**config.mk**
```make
export PLATFORM = sky130hd
export DESIGN_NAME = r22_sdf_pair
export DESIGN_NICKNAME = d
export VERILOG_FILES = /design/src/rtl/r22_pkg.sv /design/src/rtl/r22_delay.sv /design/src/rtl/r22_ctrl.sv /design/src/rtl/r22_bf.sv /design/src/rtl/r22_sdf_pair.sv
export SDC_FILE = /design/constraint.sdc
export NUM_CORES = 1
export LEC_CHECK = 0
export ABC_CLOCK_PERIOD_IN_PS = 9600
export BUFFER_PORTS_ARGS = -buffer_cell sky130_fd_sc_hd__buf_2
export CORE_MARGIN = 5
export CORE_UTILIZATION = 64
export CTS_CLUSTER_SIZE = 14
export DETAILED_ROUTE_END_ITERATION = 10
export PLACE_DENSITY = 0.82
export SETUP_SLACK_MARGIN = 0.3
export SLEW_MARGIN = 20
export SYNTH_ARGS = -nofsm -noshare
export SYNTH_HDL_FRONTEND = slang
export SYNTH_HIERARCHICAL = 1
export SYNTH_SLANG_ARGS = --single-unit
```
**constraint.sdc**
```tcl
create_clock -name clk -period 9.6 [get_ports clk]
set_clock_uncertainty 0.2 [all_clocks]
set_input_delay 1.92 -clock clk [delete_from_list [all_inputs] [get_ports clk]]
set_output_delay 1.92 -clock clk [all_outputs]
set_load 0.03 [all_outputs]
```
**src/rtl/r22_pkg.sv**
```systemverilog
// Package r22_pkg: shared phase encoding for the radix-2^2 pair.
// Assumes nothing beyond IEEE 1800-2017.
package r22_pkg;
    // Pass/compute selector for one butterfly
    typedef enum logic {
        BF_PASS    = 1'b0,
        BF_COMPUTE = 1'b1
    } bf_phase_e;
endpackage

```
**src/rtl/r22_delay.sv**
```systemverilog
// r22_delay: enable-gated shift line of DEPTH words used as butterfly feedback.
// Assumes DEPTH >= 1. The contents are not reset; the control block
// guarantees that stale words never reach a valid output.
module r22_delay #(
    parameter int DEPTH = 8,
    parameter int DW    = 13
) (
    input  logic          clk,
    input  logic          en,
    input  logic [DW-1:0] din,
    output logic [DW-1:0] dout
);
    logic [DW-1:0] stg [DEPTH];

    // First stage takes the new word when enabled
    always_ff @(posedge clk) begin
        if (en) stg[0] <= din;
    end

    genvar gi;
    generate
        for (gi = 1; gi < DEPTH; gi++) begin : g_stage
            // Each later stage shifts from its neighbour when enabled
            always_ff @(posedge clk) begin
                if (en) stg[gi] <= stg[gi-1];
            end
        end
    endgenerate

    assign dout = stg[DEPTH-1];
endmodule

```
**src/rtl/r22_ctrl.sv**
```systemverilog
// r22_ctrl: modulo-N sample counter shared by both butterflies.
// Assumes N is a power of 4 and at least 16. The counter advances only on
// valid samples. Outputs: phase of each butterfly, the -j rotate strobe, and
// 'primed' once both delay lines hold real data.
module r22_ctrl
    import r22_pkg::*;
#(
    parameter int N = 16
) (
    input  logic      clk,
    input  logic      rst_n,
    input  logic      adv,
    output bf_phase_e ph1,
    output bf_phase_e ph2,
    output logic      rot,
    output logic      primed
);
    localparam int           LG      = $clog2(N);
    localparam logic [LG-1:0] PRIME_C = LG'(3 * N / 4);

    logic [LG-1:0] cnt;
    logic          wrapped;

    // Sample counter: clears on reset, steps on each accepted sample
    always_ff @(posedge clk) begin
        if (!rst_n)   cnt <= '0;
        else if (adv) cnt <= cnt + 1'b1;
    end

    // Remembers that a full frame has passed since reset
    always_ff @(posedge clk) begin
        if (!rst_n)                         wrapped <= 1'b0;
        else if (adv && (cnt == {LG{1'b1}})) wrapped <= 1'b1;
    end

    // Phase decode: top bit for stage one, next bit for stage two
    always_comb begin
        ph1    = bf_phase_e'(cnt[LG-1]);
        ph2    = bf_phase_e'(cnt[LG-2]);
        rot    = ~cnt[LG-1] & cnt[LG-2];
        primed = wrapped | (cnt >= PRIME_C);
    end
endmodule

```
**src/rtl/r22_bf.sv**
```systemverilog
// r22_bf: one radix-2 delay-feedback butterfly with optional -j on its input.
// Assumes a signed IW-bit input and gives a combinational IW+1-bit output. In
// PASS it stores the input and forwards the delayed word. In COMPUTE it
// forwards head+input and stores head-input. 'rot' (re,im)->(im,-re) is
// applied to the input before the butterfly.
module r22_bf
    import r22_pkg::*;
#(
    parameter int DEPTH = 8,
    parameter int IW    = 12
) (
    input  logic                 clk,
    input  logic                 en,
    input  bf_phase_e            phase,
    input  logic                 rot,
    input  logic signed [IW-1:0] in_re,
    input  logic signed [IW-1:0] in_im,
    output logic signed [IW:0]   out_re,
    output logic signed [IW:0]   out_im
);
    localparam int OW = IW + 1;

    logic signed [OW-1:0] xr, xi, yr, yi, hr, hi, pr, pi;
    logic [2*OW-1:0]      head_w, push_w;

    // Sign-extend and optionally rotate by -j
    always_comb begin
        xr = {in_re[IW-1], in_re};
        xi = {in_im[IW-1], in_im};
        if (rot) begin
            yr = xi;
            yi = -xr;
        end else begin
            yr = xr;
            yi = xi;
        end
    end

    r22_delay #(.DEPTH(DEPTH), .DW(2*OW)) u_line (
        .clk (clk),
        .en  (en),
        .din (push_w),
        .dout(head_w)
    );

    // Butterfly select: pass-through or add/subtract against the head word
    always_comb begin
        hr = head_w[2*OW-1:OW];
        hi = head_w[OW-1:0];
        if (phase == BF_COMPUTE) begin
            out_re = hr + yr;
            out_im = hi + yi;
            pr     = hr - yr;
            pi     = hi - yi;
        end else begin
            out_re = hr;
            out_im = hi;
            pr     = yr;
            pi     = yi;
        end
        push_w = {pr, pi};
    end
endmodule

```
**src/rtl/r22_sdf_pair.sv**
```systemverilog
// r22_sdf_pair: two cascaded delay-feedback butterflies (N/2 then N/4 deep)
// with a multiplier-free -j between them, and a registered output.
// Assumes N is a power of 4 (16, 64, 256, ...), continuous natural-order
// frames, and in_valid as the only flow control.
module r22_sdf_pair
    import r22_pkg::*;
#(
    parameter int N = 16,
    parameter int W = 12
) (
    input  logic                 clk,
    input  logic                 rst_n,
    input  logic                 in_valid,
    input  logic signed [W-1:0]  in_re,
    input  logic signed [W-1:0]  in_im,
    output logic                 out_valid,
    output logic signed [W+1:0]  out_re,
    output logic signed [W+1:0]  out_im
);
    localparam int D1 = N / 2;
    localparam int D2 = N / 4;

    bf_phase_e           ph1, ph2;
    logic                rot, primed;
    logic signed [W:0]   s1_re, s1_im;
    logic signed [W+1:0] s2_re, s2_im;

    r22_ctrl #(.N(N)) u_ctrl (
        .clk   (clk),
        .rst_n (rst_n),
        .adv   (in_valid),
        .ph1   (ph1),
        .ph2   (ph2),
        .rot   (rot),
        .primed(primed)
    );

    r22_bf #(.DEPTH(D1), .IW(W)) u_bf1 (
        .clk   (clk),
        .en    (in_valid),
        .phase (ph1),
        .rot   (1'b0),
        .in_re (in_re),
        .in_im (in_im),
        .out_re(s1_re),
        .out_im(s1_im)
    );

    r22_bf #(.DEPTH(D2), .IW(W+1)) u_bf2 (
        .clk   (clk),
        .en    (in_valid),
        .phase (ph2),
        .rot   (rot),
        .in_re (s1_re),
        .in_im (s1_im),
        .out_re(s2_re),
        .out_im(s2_im)
    );

    // Output valid: a primed, accepted sample gives a result next cycle
    always_ff @(posedge clk) begin
        if (!rst_n) out_valid <= 1'b0;
        else        out_valid <= in_valid & primed;
    end

    // Output data: loads on accepted samples, holds during stalls
    always_ff @(posedge clk) begin
        if (!rst_n) begin
            out_re <= '0;
            out_im <= '0;
        end else if (in_valid) begin
            out_re <= s2_re;
            out_im <= s2_im;
        end
    end
endmodule

```
; ---- Yosys cells after proc, flatten, opt, wreduce, memory -nomap -nowiden
; Memories as Yosys holds them, arrays and structs flattened.
; Index checks and enable logic that the tools add are counted.
[op_classes]
add_sub_neg = 10
magnitude_cmp = 1
eq_ne = 1
n_mux = 12
n_bitwise = 4
n_reduce_logical = 1
[op_table]
columns = operator, n
row1 = $mux 14, 6
row2 = $mux 13, 4
row3 = $add 14x14->14, 2
row4 = $sub 14x14->14, 2
row5 = $add 13x12->13, 2
row6 = $sub 13x12->13, 2
row7 = $neg 13->14, 1
row8 = $add 4x1->4 const B, 1
row9 = $eq 4x4->1 const B, 1
row10 = $ge 4x4->1 const B, 1
row11 = $and 1x1->1, 2
row12 = $mux 1, 2
row13 = $logic_and 1x1->1, 1
row14 = $not 1->1, 1
row15 = $or 1x1->1, 1
[word_totals]
ff_bits = 34
ram_bits = 320
input_bits = 27
out_inout_bits = 29
elab_cells = 36
n_memories = 2
[memory_table]
columns = name, depth, word_bits, read_ports, rd_ports_with_merged_regs, wr, line_no
row1 = u_bf1.u_line.stg, 8, 26, 8, 0, 8, r22_delay.sv:13  ; logic [DW-1:0] stg [DEPTH];
row2 = u_bf2.u_line.stg, 4, 28, 4, 0, 4, r22_delay.sv:13

; ---- Logic depth before layout (Yosys ltp)
; Gate-level depths: netlist of the first run.
; An unclocked memory read counts as a cell.
[depth]
word_depth = 7
depth_mapped = 28
ltp_nobuf = 26

; ---- By module
; The synthesis of the first run kept the hierarchy.
[modules_own_cells]
columns = module, n_inst, cells_each, area_each_um2, seq_area_each_um2
row1 = r22_delay at u_bf1.u_line, 1, 234, 6441.2, 6246.0
row2 = r22_bf at u_bf2, 1, 511, 3503.4, 0.0
row3 = r22_delay at u_bf2.u_line, 1, 112, 3363.2, 3363.2
row4 = r22_bf at u_bf1, 1, 455, 3185.6, 0.0
row5 = r22_sdf_pair, 1, 93, 1097.3, 580.6
row6 = r22_ctrl, 1, 23, 234.0, 100.1

; ---- Worst setup path before layout of the first run
; Ideal clock, no wire load.
[synth_timing]
path_kind = input -> register
from = in in_re[1]
to = reg out_im[13]
setup_ns = 0.116
arrival_ns = 6.897
t_required_ns = 9.284
slack_ns = 2.387
stages = 23
n_path_buf = 1
cell_sequence = inv_1 -> o21ai_0 -> inv_1 -> ha_1 -> nand2b_1 -> a21oi_1 -> o21bai_1 -> a221oi_1 -> a21oi_1 -> xnor2_1 -> a21oi_1 -> or4_4 -> or2_2 -> xor2_1 -> mux2_2 -> ha_1 -> clkbuf_1 -> a21o_1 -> a41oi_1 -> nor4_1 -> or4_1 -> mux2i_1 -> nor2b_1
[synth_via]
elab_chain_len = 6
[synth_rtl]
columns = element, line_no
row1 = from (decl), r22_sdf_pair.sv:14  ; input logic signed [W-1:0] in_re,
row2 = $add 13x12->13, r22_bf.sv:51  ; out_re = hr + yr;
row3 = $mux 13, r22_bf.sv:50  ; if (phase == BF_COMPUTE) begin
row4 = via s1_re[7], r22_sdf_pair.sv:25  ; logic signed [W:0] s1_re, s1_im;
row5 = $neg 13->14, r22_bf.sv:32  ; yi = -xr;
row6 = $mux 14, r22_bf.sv:30  ; if (rot) begin
row7 = $add 14x14->14, r22_bf.sv:52  ; out_im = hi + yi;
row8 = $mux 14, r22_bf.sv:50
row9 = via s2_im[13], r22_sdf_pair.sv:26  ; logic signed [W+1:0] s2_re, s2_im;
row10 = to (signal assigned), r22_sdf_pair.sv:73  ; out_im <= s2_im;
row11 = to (decl), r22_sdf_pair.sv:18  ; output logic signed [W+1:0] out_im
; The timed path passes the listed nets, and every way through them passes these cells.
; A chain may end at the register's enable or synchronous reset.

; ---- Final worst setup path of the first run
; Ends and elaborated chain as after synthesis.

==> reports/results.txt, run 1 <==
Status -> finished clean
Fillers -> 1936
Synth area leader -> edfxtp_1
Io pins -> 56
Distinct cells, synth -> 84
Max Transition Viols Final -> 0
Worst Setup Start Kind -> input pin
Rows -> 61
Pin count of the biggest net entering global routing -> 151
Num CTS Buffers -> 37
Cts hold-fix bufs -> 0
Endpoints failing hold -> 0
Seq/Total Area, Yosys -> 57.7%
WL final -> 34300 um
Prevailing post-synth register cell -> edfxtp_1
Syn_area_per_cell -> 12.5 um^2
Worst stage delay on the critical path -> 0.61 ns
Final setup vio count -> 0
RePlAce Congestion -> 0.870
Max Clock Freq -> 135 MHz
DP Worst Slack -> 1.69 ns
Antenna violations before repair -> 0
Worst hold stages -> 0
Seq cells post-synth -> 354
Die Y -> 177 um
CP Capture Type -> flop
Slew margin rel. -> 30.9%
Critical path's slowest cell -> or4_4
Hold Crit Class -> flop to flop
Ys async rst share -> 0%
Clock net sink count -> 354
Htree depth -> 2
Syn Inst Count -> 1428
Synth top area cells -> edfxtp_1, ha_1, dfxtp_1
Worst path required time -> 9.81 ns
Hold wc startpoint -> u_bf2/u_line/stg[0][4]$_DFFE_PP_
Mapped cell area -> 17800 um^2
Worst-Margin Slew -> 1.03 ns
GR Util met2 -> 35.3%
Power Density -> 195 nW/um^2
Ant diodes -> 0
Tot GR Track Use -> 21.8%
Final setup TNS -> 0 ns
Clock root buffer -> clkbuf_16
Sink of the worst hold path -> u_bf2/u_line/stg[1][4]$_DFFE_PP_
Synth Warn # -> 6
Vias per cell -> 5.73
CP startpoint -> in_re[1]
Max Cap Viol -> 0
Port bufs -> 55
Post_cts resized -> 0
Number of nets still failing antenna checks after routing -> 0
Peak VDD IR -> 217 uV
CTS tree -> yes
CORE AREA -> 27600 um^2
Drt initial violations -> 898
Die area -> 31300 um^2
Worst-skew pair later-pin latency -> 0.54 ns
WHS -> 0.206 ns
Crit path top cell by count -> a21oi_1
Max FO, Critical Path -> 9
Via count -> 10600
Total grt overflow -> 0
Area grow syn2layout -> 9.20%
CP top delay family -> compound AO/OA/AOI/OAI gates
Reg2reg setup slack -> 3.81 ns
Minimum clock period -> 7.40 ns
Worst r2r path cells -> 23
WL/cell -> 18.5 um
Post-CTS setup buffer count -> 0
Lkg Pwr -> 0.00755 uW
DRC Markers -> 0
Met1 Use GR -> 31.2%
Vias in the first global route -> 10500
Worst R2R End -> out_im[13]$_SDFFE_PN0P_
Nets -> 1590
CP cell instances -> buf_2, inv_1, o21ai_0, inv_1, ha_1, nand2b_1, a21oi_1, o21bai_1, a221oi_1, a21oi_1, xnor2_1, a21oi_1, or4_4, or2_2, xor2_1, mux2_2, ha_1, a21o_1, a41oi_1, nor4_1, or4_1, mux2i_1, nor2b_1
R2r startpoint -> u_bf1/u_line/stg[1][91]$_DFFE_PP_
Critical path buffer and inverter count -> 3
Clock slew at reported path FFs -> 0.06 ns
1st-pass router iterations -> 5
Worst setup path class -> input pin to flop
Share of cells above drive strength 1 -> 12.6%
Min setup slack post-route -> 2.20 ns
CP arrival -> 7.61 ns
Grt peak-use layer -> met2
Final period utilization -> 77.1%
Area fraction of the dominant cell type after synthesis -> 53.9%
GR Layer Usage met3 -> 3.33%
Initial Util -> 64.5%
Final HPWL from detailed placement -> 23100 um
First-pass GRT wire length -> 54500 um
Chip width -> 177 um
RSZ-0062 raised after global routing -> false
Post-synth EDFFs -> 320
Bufs on Longest Clock Path -> 3
metal layers:
metal	vias up	routed length, um
met3	53	1390
li1	5180	-
met1	5190	16000
met4	0	807
met2	213	16100
met5	-	0
worst max-delay path by stage:
stage / depth (start not counted) / endpoint
6_report: 23 / out_im[13]$_SDFFE_PN0P_
5_1_grt: 25 / out_im[13]$_SDFFE_PN0P_
4_1_cts: 23 / out_im[13]$_SDFFE_PN0P_
3_5_place_dp: 23 / out_im[13]$_SDFFE_PN0P_
3_3_place_gp: 23 / out_im[13]$_SDFFE_PN0P_
2_1_floorplan: 23 / out_im[13]$_SDFFE_PN0P_
synthesized netlist by cell type, drive strengths merged (3+ instances only):
cell and number:
a211oi 6, a21boi 3, a21o 12, a21oi 119
a2bb2oi 4, a31o 3, a31oi 12, a41oi 3
and3 7, buf 42, clkbuf 36, dfxtp 34
edfxtp 320, fa 8, ha 104, inv 95
mux2 43, mux2i 57, nand2 49, nand2b 20
nand3 7, nand3b 3, nand4 6, nor2 114
nor2b 46, nor3 25, nor4 7, o21a 7
o21ai 37, o21bai 20, o22ai 3, o311ai 3
o31ai 6, o41ai 9, or2 9, or3 8
or4 9, xnor2 68, xor2 31
final cells by class:
class,instances,area (um^2),share of cell area [%]
clock buffers,46,991,5.09
clock inverters,20,260,1.34
inverters,96,360,1.85
multi-input cells,902,6750,34.7
flip-flops and latches,354,10300,52.9
well taps,378,473,2.43
repair buffers,60,339,1.74
cell usage in the layout, fill, tap and decap left out, drive strengths merged, types with 20 or more instances in the layout:
master  instances
dfxtp          34
edfxtp        320
nor3           25
o21ai          37
nand2          49
ha            104
buf            60
nor2          114
xnor2          68
mux2i          57
nor2b          46
mux2           43
o21bai         20
nand2b         20
inv            97
xor2           31
clkbuf         46
a21oi         119
where the power goes:
group	switching (uW)	total [uW]	internal, uW
Combinational	302	501	199
Clock	583	1460	876
Sequential	41.4	1840	1790
Total	926	3800	2870
state kept, by name, summed over array words and instances (netlist names):
| signal | cells |
|---|---|
| out_re | 14 |
| u_bf1/u_line/stg | 208 |
| u_ctrl/wrapped | 1 |
| u_ctrl/cnt | 4 |
| out_im | 14 |
| out_valid | 1 |
| u_bf2/u_line/stg | 112 |
per-stage QoR:
stage | instances | instance area [um^2] | power (uW) | util [%]
finish | 1856 | 19500 | 3800 | 70.4
global route | 1856 | 19500 | 3960 | 70.4
CTS | 1856 | 19500 | 3820 | 70.4
detailed placement | 1790 | 18200 | 2360 | 65.9
global placement | 1790 | 18200 | 2340 | 65.9
floorplan | 1430 | 17800 | 2220 | -
cell families (layout without fill, tap and decap cells):
family / count (synthesis) / in the layout / share of synthesized area, %
AO/OA/AOI/OAI: 270 / 270 / 9.78
AND/OR/NAND/NOR: 317 / 317 / 8.85
adder cells (fa/ha/maj): 112 / 112 / 8.20
XOR/XNOR: 99 / 99 / 4.86
other: 1 / 3 / 0.0210
multiplexers: 101 / 101 / 6.09
buffers and inverters: 174 / 222 / 4.47
flip-flops: 354 / 354 / 57.7
worst register-to-register path: cells and delay by family, from the launching register on:
family	cells	cell delay, ns
and+or+nand+nor	5	1.60
AOI/OAI and AO/OA	9	1.84
buffers and inverters	3	0.28
DFF	1	0.37
adders and majority gates	3	0.89
muxes	2	0.33
xor gates and xnor gates	1	0.15
No activity file was read; power rests on OpenSTA's default activity.
==> run 2: changes to the inputs <==
ABC_CLOCK_PERIOD_IN_PS = 6750   (was 9600)
CORE_UTILIZATION = 57   (was 64)
PLACE_DENSITY = 0.77   (was 0.82)
clock period = 6.75 ns   (was 9.6 ns; I/O delays follow)
==> run 2 against run 1 <==
Worst hold slack improved by 0.0072 ns. Via count grew 0.69%. Count of clock-buffer cells in the layout up 3. Die area is 12% higher. Final area is 1.8% higher. Sequential power up 42%. Global-route usage down 2.8 points.
==> reports/results.txt, run 2 (synthesis gave the netlist of run 1 again) <==
CP Capture Type -> flop
Placed Cells incl. Taps -> 1836
Pin count of the biggest net entering global routing -> 193
Endpoints failing hold -> 0
Worst-Margin Slew -> 1.08 ns
Worst-skew pair later-pin latency -> 0.52 ns
Final HPWL from detailed placement -> 23400 um
Commonest non-fill, non-tap cell in the layout -> edfxtp_1
Placed cell areas -> 18500 um^2
Power Density -> 275 nW/um^2
Clock net sink count -> 354
Area grow syn2layout -> 11.1%
Drt initial violations -> 691
RSZ-0062 raised after global routing -> true
Share of cells above drive strength 1 -> 14.9%
CP arrival -> 6.32 ns
Worst Setup Start Kind -> input pin
Chip width -> 187 um
FF+latch area -> 10300 um^2
Metal2 WL -> 15800 um
First-pass GRT wire length -> 54300 um
CORE AREA -> 30700 um^2
Ant diodes -> 0
Routed wl met3 -> 1520 um
Antenna violations before repair -> 1
Total grt overflow -> 0
1st-pass router iterations -> 5
Number of nets still failing antenna checks after routing -> 0
Clock slew at reported path FFs -> 0.06 ns
Vias in the first global route -> 10400
DP Worst Slack -> -0.227 ns
Port bufs -> 55
Multi-input logic area -> 6810 um^2
Clock root buffer -> clkbuf_16
Die area -> 34900 um^2
Peak VDD IR -> 236 uV
Vias per cell -> 5.62
Num CTS Buffers -> 36
Fillers -> 2300
WL final -> 33900 um
Slew margin rel. -> 28.2%
Final setup vio count -> 0
Minimum clock period -> 6.26 ns
Max FO, Critical Path -> 6
Most flop-heavy register -> u_bf1/u_line/stg
Tot GR Track Use -> 19.0%
Status -> finished clean
Max Clock Freq -> 160 MHz
Largest regs -> u_bf1/u_line/stg (208), u_bf2/u_line/stg (112)
Initial Util -> 58.0%
Commonest non-fill, non-tap cells in the layout -> edfxtp_1, a21oi_1, nor2_1, ha_1, inv_1
Io pins -> 56
Final setup TNS -> 0 ns
Max Transition Viols Final -> 0
Via count -> 10700
CTS tree -> yes
Htree depth -> 2
Min setup slack post-route -> 0.489 ns
Max reg flops -> 208
Final period utilization -> 92.7%
Lkg Pwr -> 0.00773 uW
Design Area, Final -> 19800 um^2
Bufs on Longest Clock Path -> 3
Worst path required time -> 6.81 ns
Worst setup path class -> input pin to flop
WL/cell -> 17.8 um
WL met1 -> 15700 um
Max Cap Viol -> 0
Post-Layout Cell Count -> 1904
Hold Crit Class -> flop to flop
Die Y -> 187 um
Nets -> 1621
DRC Markers -> 0
RePlAce Congestion -> 0.899
Cts hold-fix bufs -> 0
DR top layer -> met5
Rows -> 64
## run 2: through the flow
step / hold WS, ns / utilization [%] / power (uW)
6_report: 0.213 / 64.4 / 5440
5_1_grt: 0.218 / 64.4 / 5690
4_1_cts: 0.207 / 64.3 / 5490
3_5_place_dp: 0.205 / 60.0 / 3370
3_3_place_gp: 0.201 / 60.0 / 3350
2_1_floorplan: 0.200 / - / 3160
## run 2: final cells by class
class / instances / area share, %
sequential: 354 / 52.0
clock inverter: 15 / 1.35
clock buffer: 49 / 5.01
timing repair buffer: 92 / 2.97
inverter: 96 / 1.82
tap: 396 / 2.50
multi-input combinational: 902 / 34.4
## run 2: worst max-delay path, cell delays in order
cell      delay (ns)
buf_2           0.09
inv_1           0.05
o21ai_1         0.16
inv_1           0.10
ha_1            0.28
nand2b_1        0.14
a21oi_1         0.20
o21bai_1        0.13
a221oi_2        0.35
a21oi_1         0.14
xnor2_1         0.15
a21oi_1         0.10
or4_4           0.61
or2_2           0.33
nor3_1          0.24
xnor2_1         0.09
a21oi_1         0.30
inv_1           0.08
ha_1            0.33
buf_4           0.18
or4_2           0.65
a21oi_1         0.18
nor3_1          0.08
## run 2: worst paths after layout
check | start | to | slack, ns | cells past startpoint
worst max-delay path | in_re[1] | u_bf2/u_line/stg[0][13]$_DFFE_PP_ | 0.49 | 23
worst min register to register | u_bf1/u_line/stg[1][58]$_DFFE_PP_ | u_bf1/u_line/stg[1][84]$_DFFE_PP_ | 0.21 | 0
worst max register to register | u_bf1/u_line/stg[1][91]$_DFFE_PP_ | u_bf2/u_line/stg[0][13]$_DFFE_PP_ | 1.16 | 24
worst min-delay path | u_bf1/u_line/stg[1][58]$_DFFE_PP_ | u_bf1/u_line/stg[1][84]$_DFFE_PP_ | 0.21 | 0
## run 2: where the power goes
part	switching, uW	total (uW)	internal, uW	leakage, uW
Sequential	55.0	2610	2550	0.00341
Clock	789	2090	1300	0.000603
Combinational	438	744	305	0.00371
## run 2: what timing repair did
| item | in CTS | in global routing |
|---|---|---|
| pin swaps | 1 | 1 |
| setup endpoints to repair | 1 | 7 |
| resized for setup | 3 | 8 |
| buffers inserted | 4 | 0 |
## run 2: per-layer routing
metal  vias to the layer above  global-route usage, %
li1                       5234                      -
met2                       218                   30.9
met4                         2                   5.92
met3                        65                   3.32
met5                         -                      0
met1                      5190                   26.4
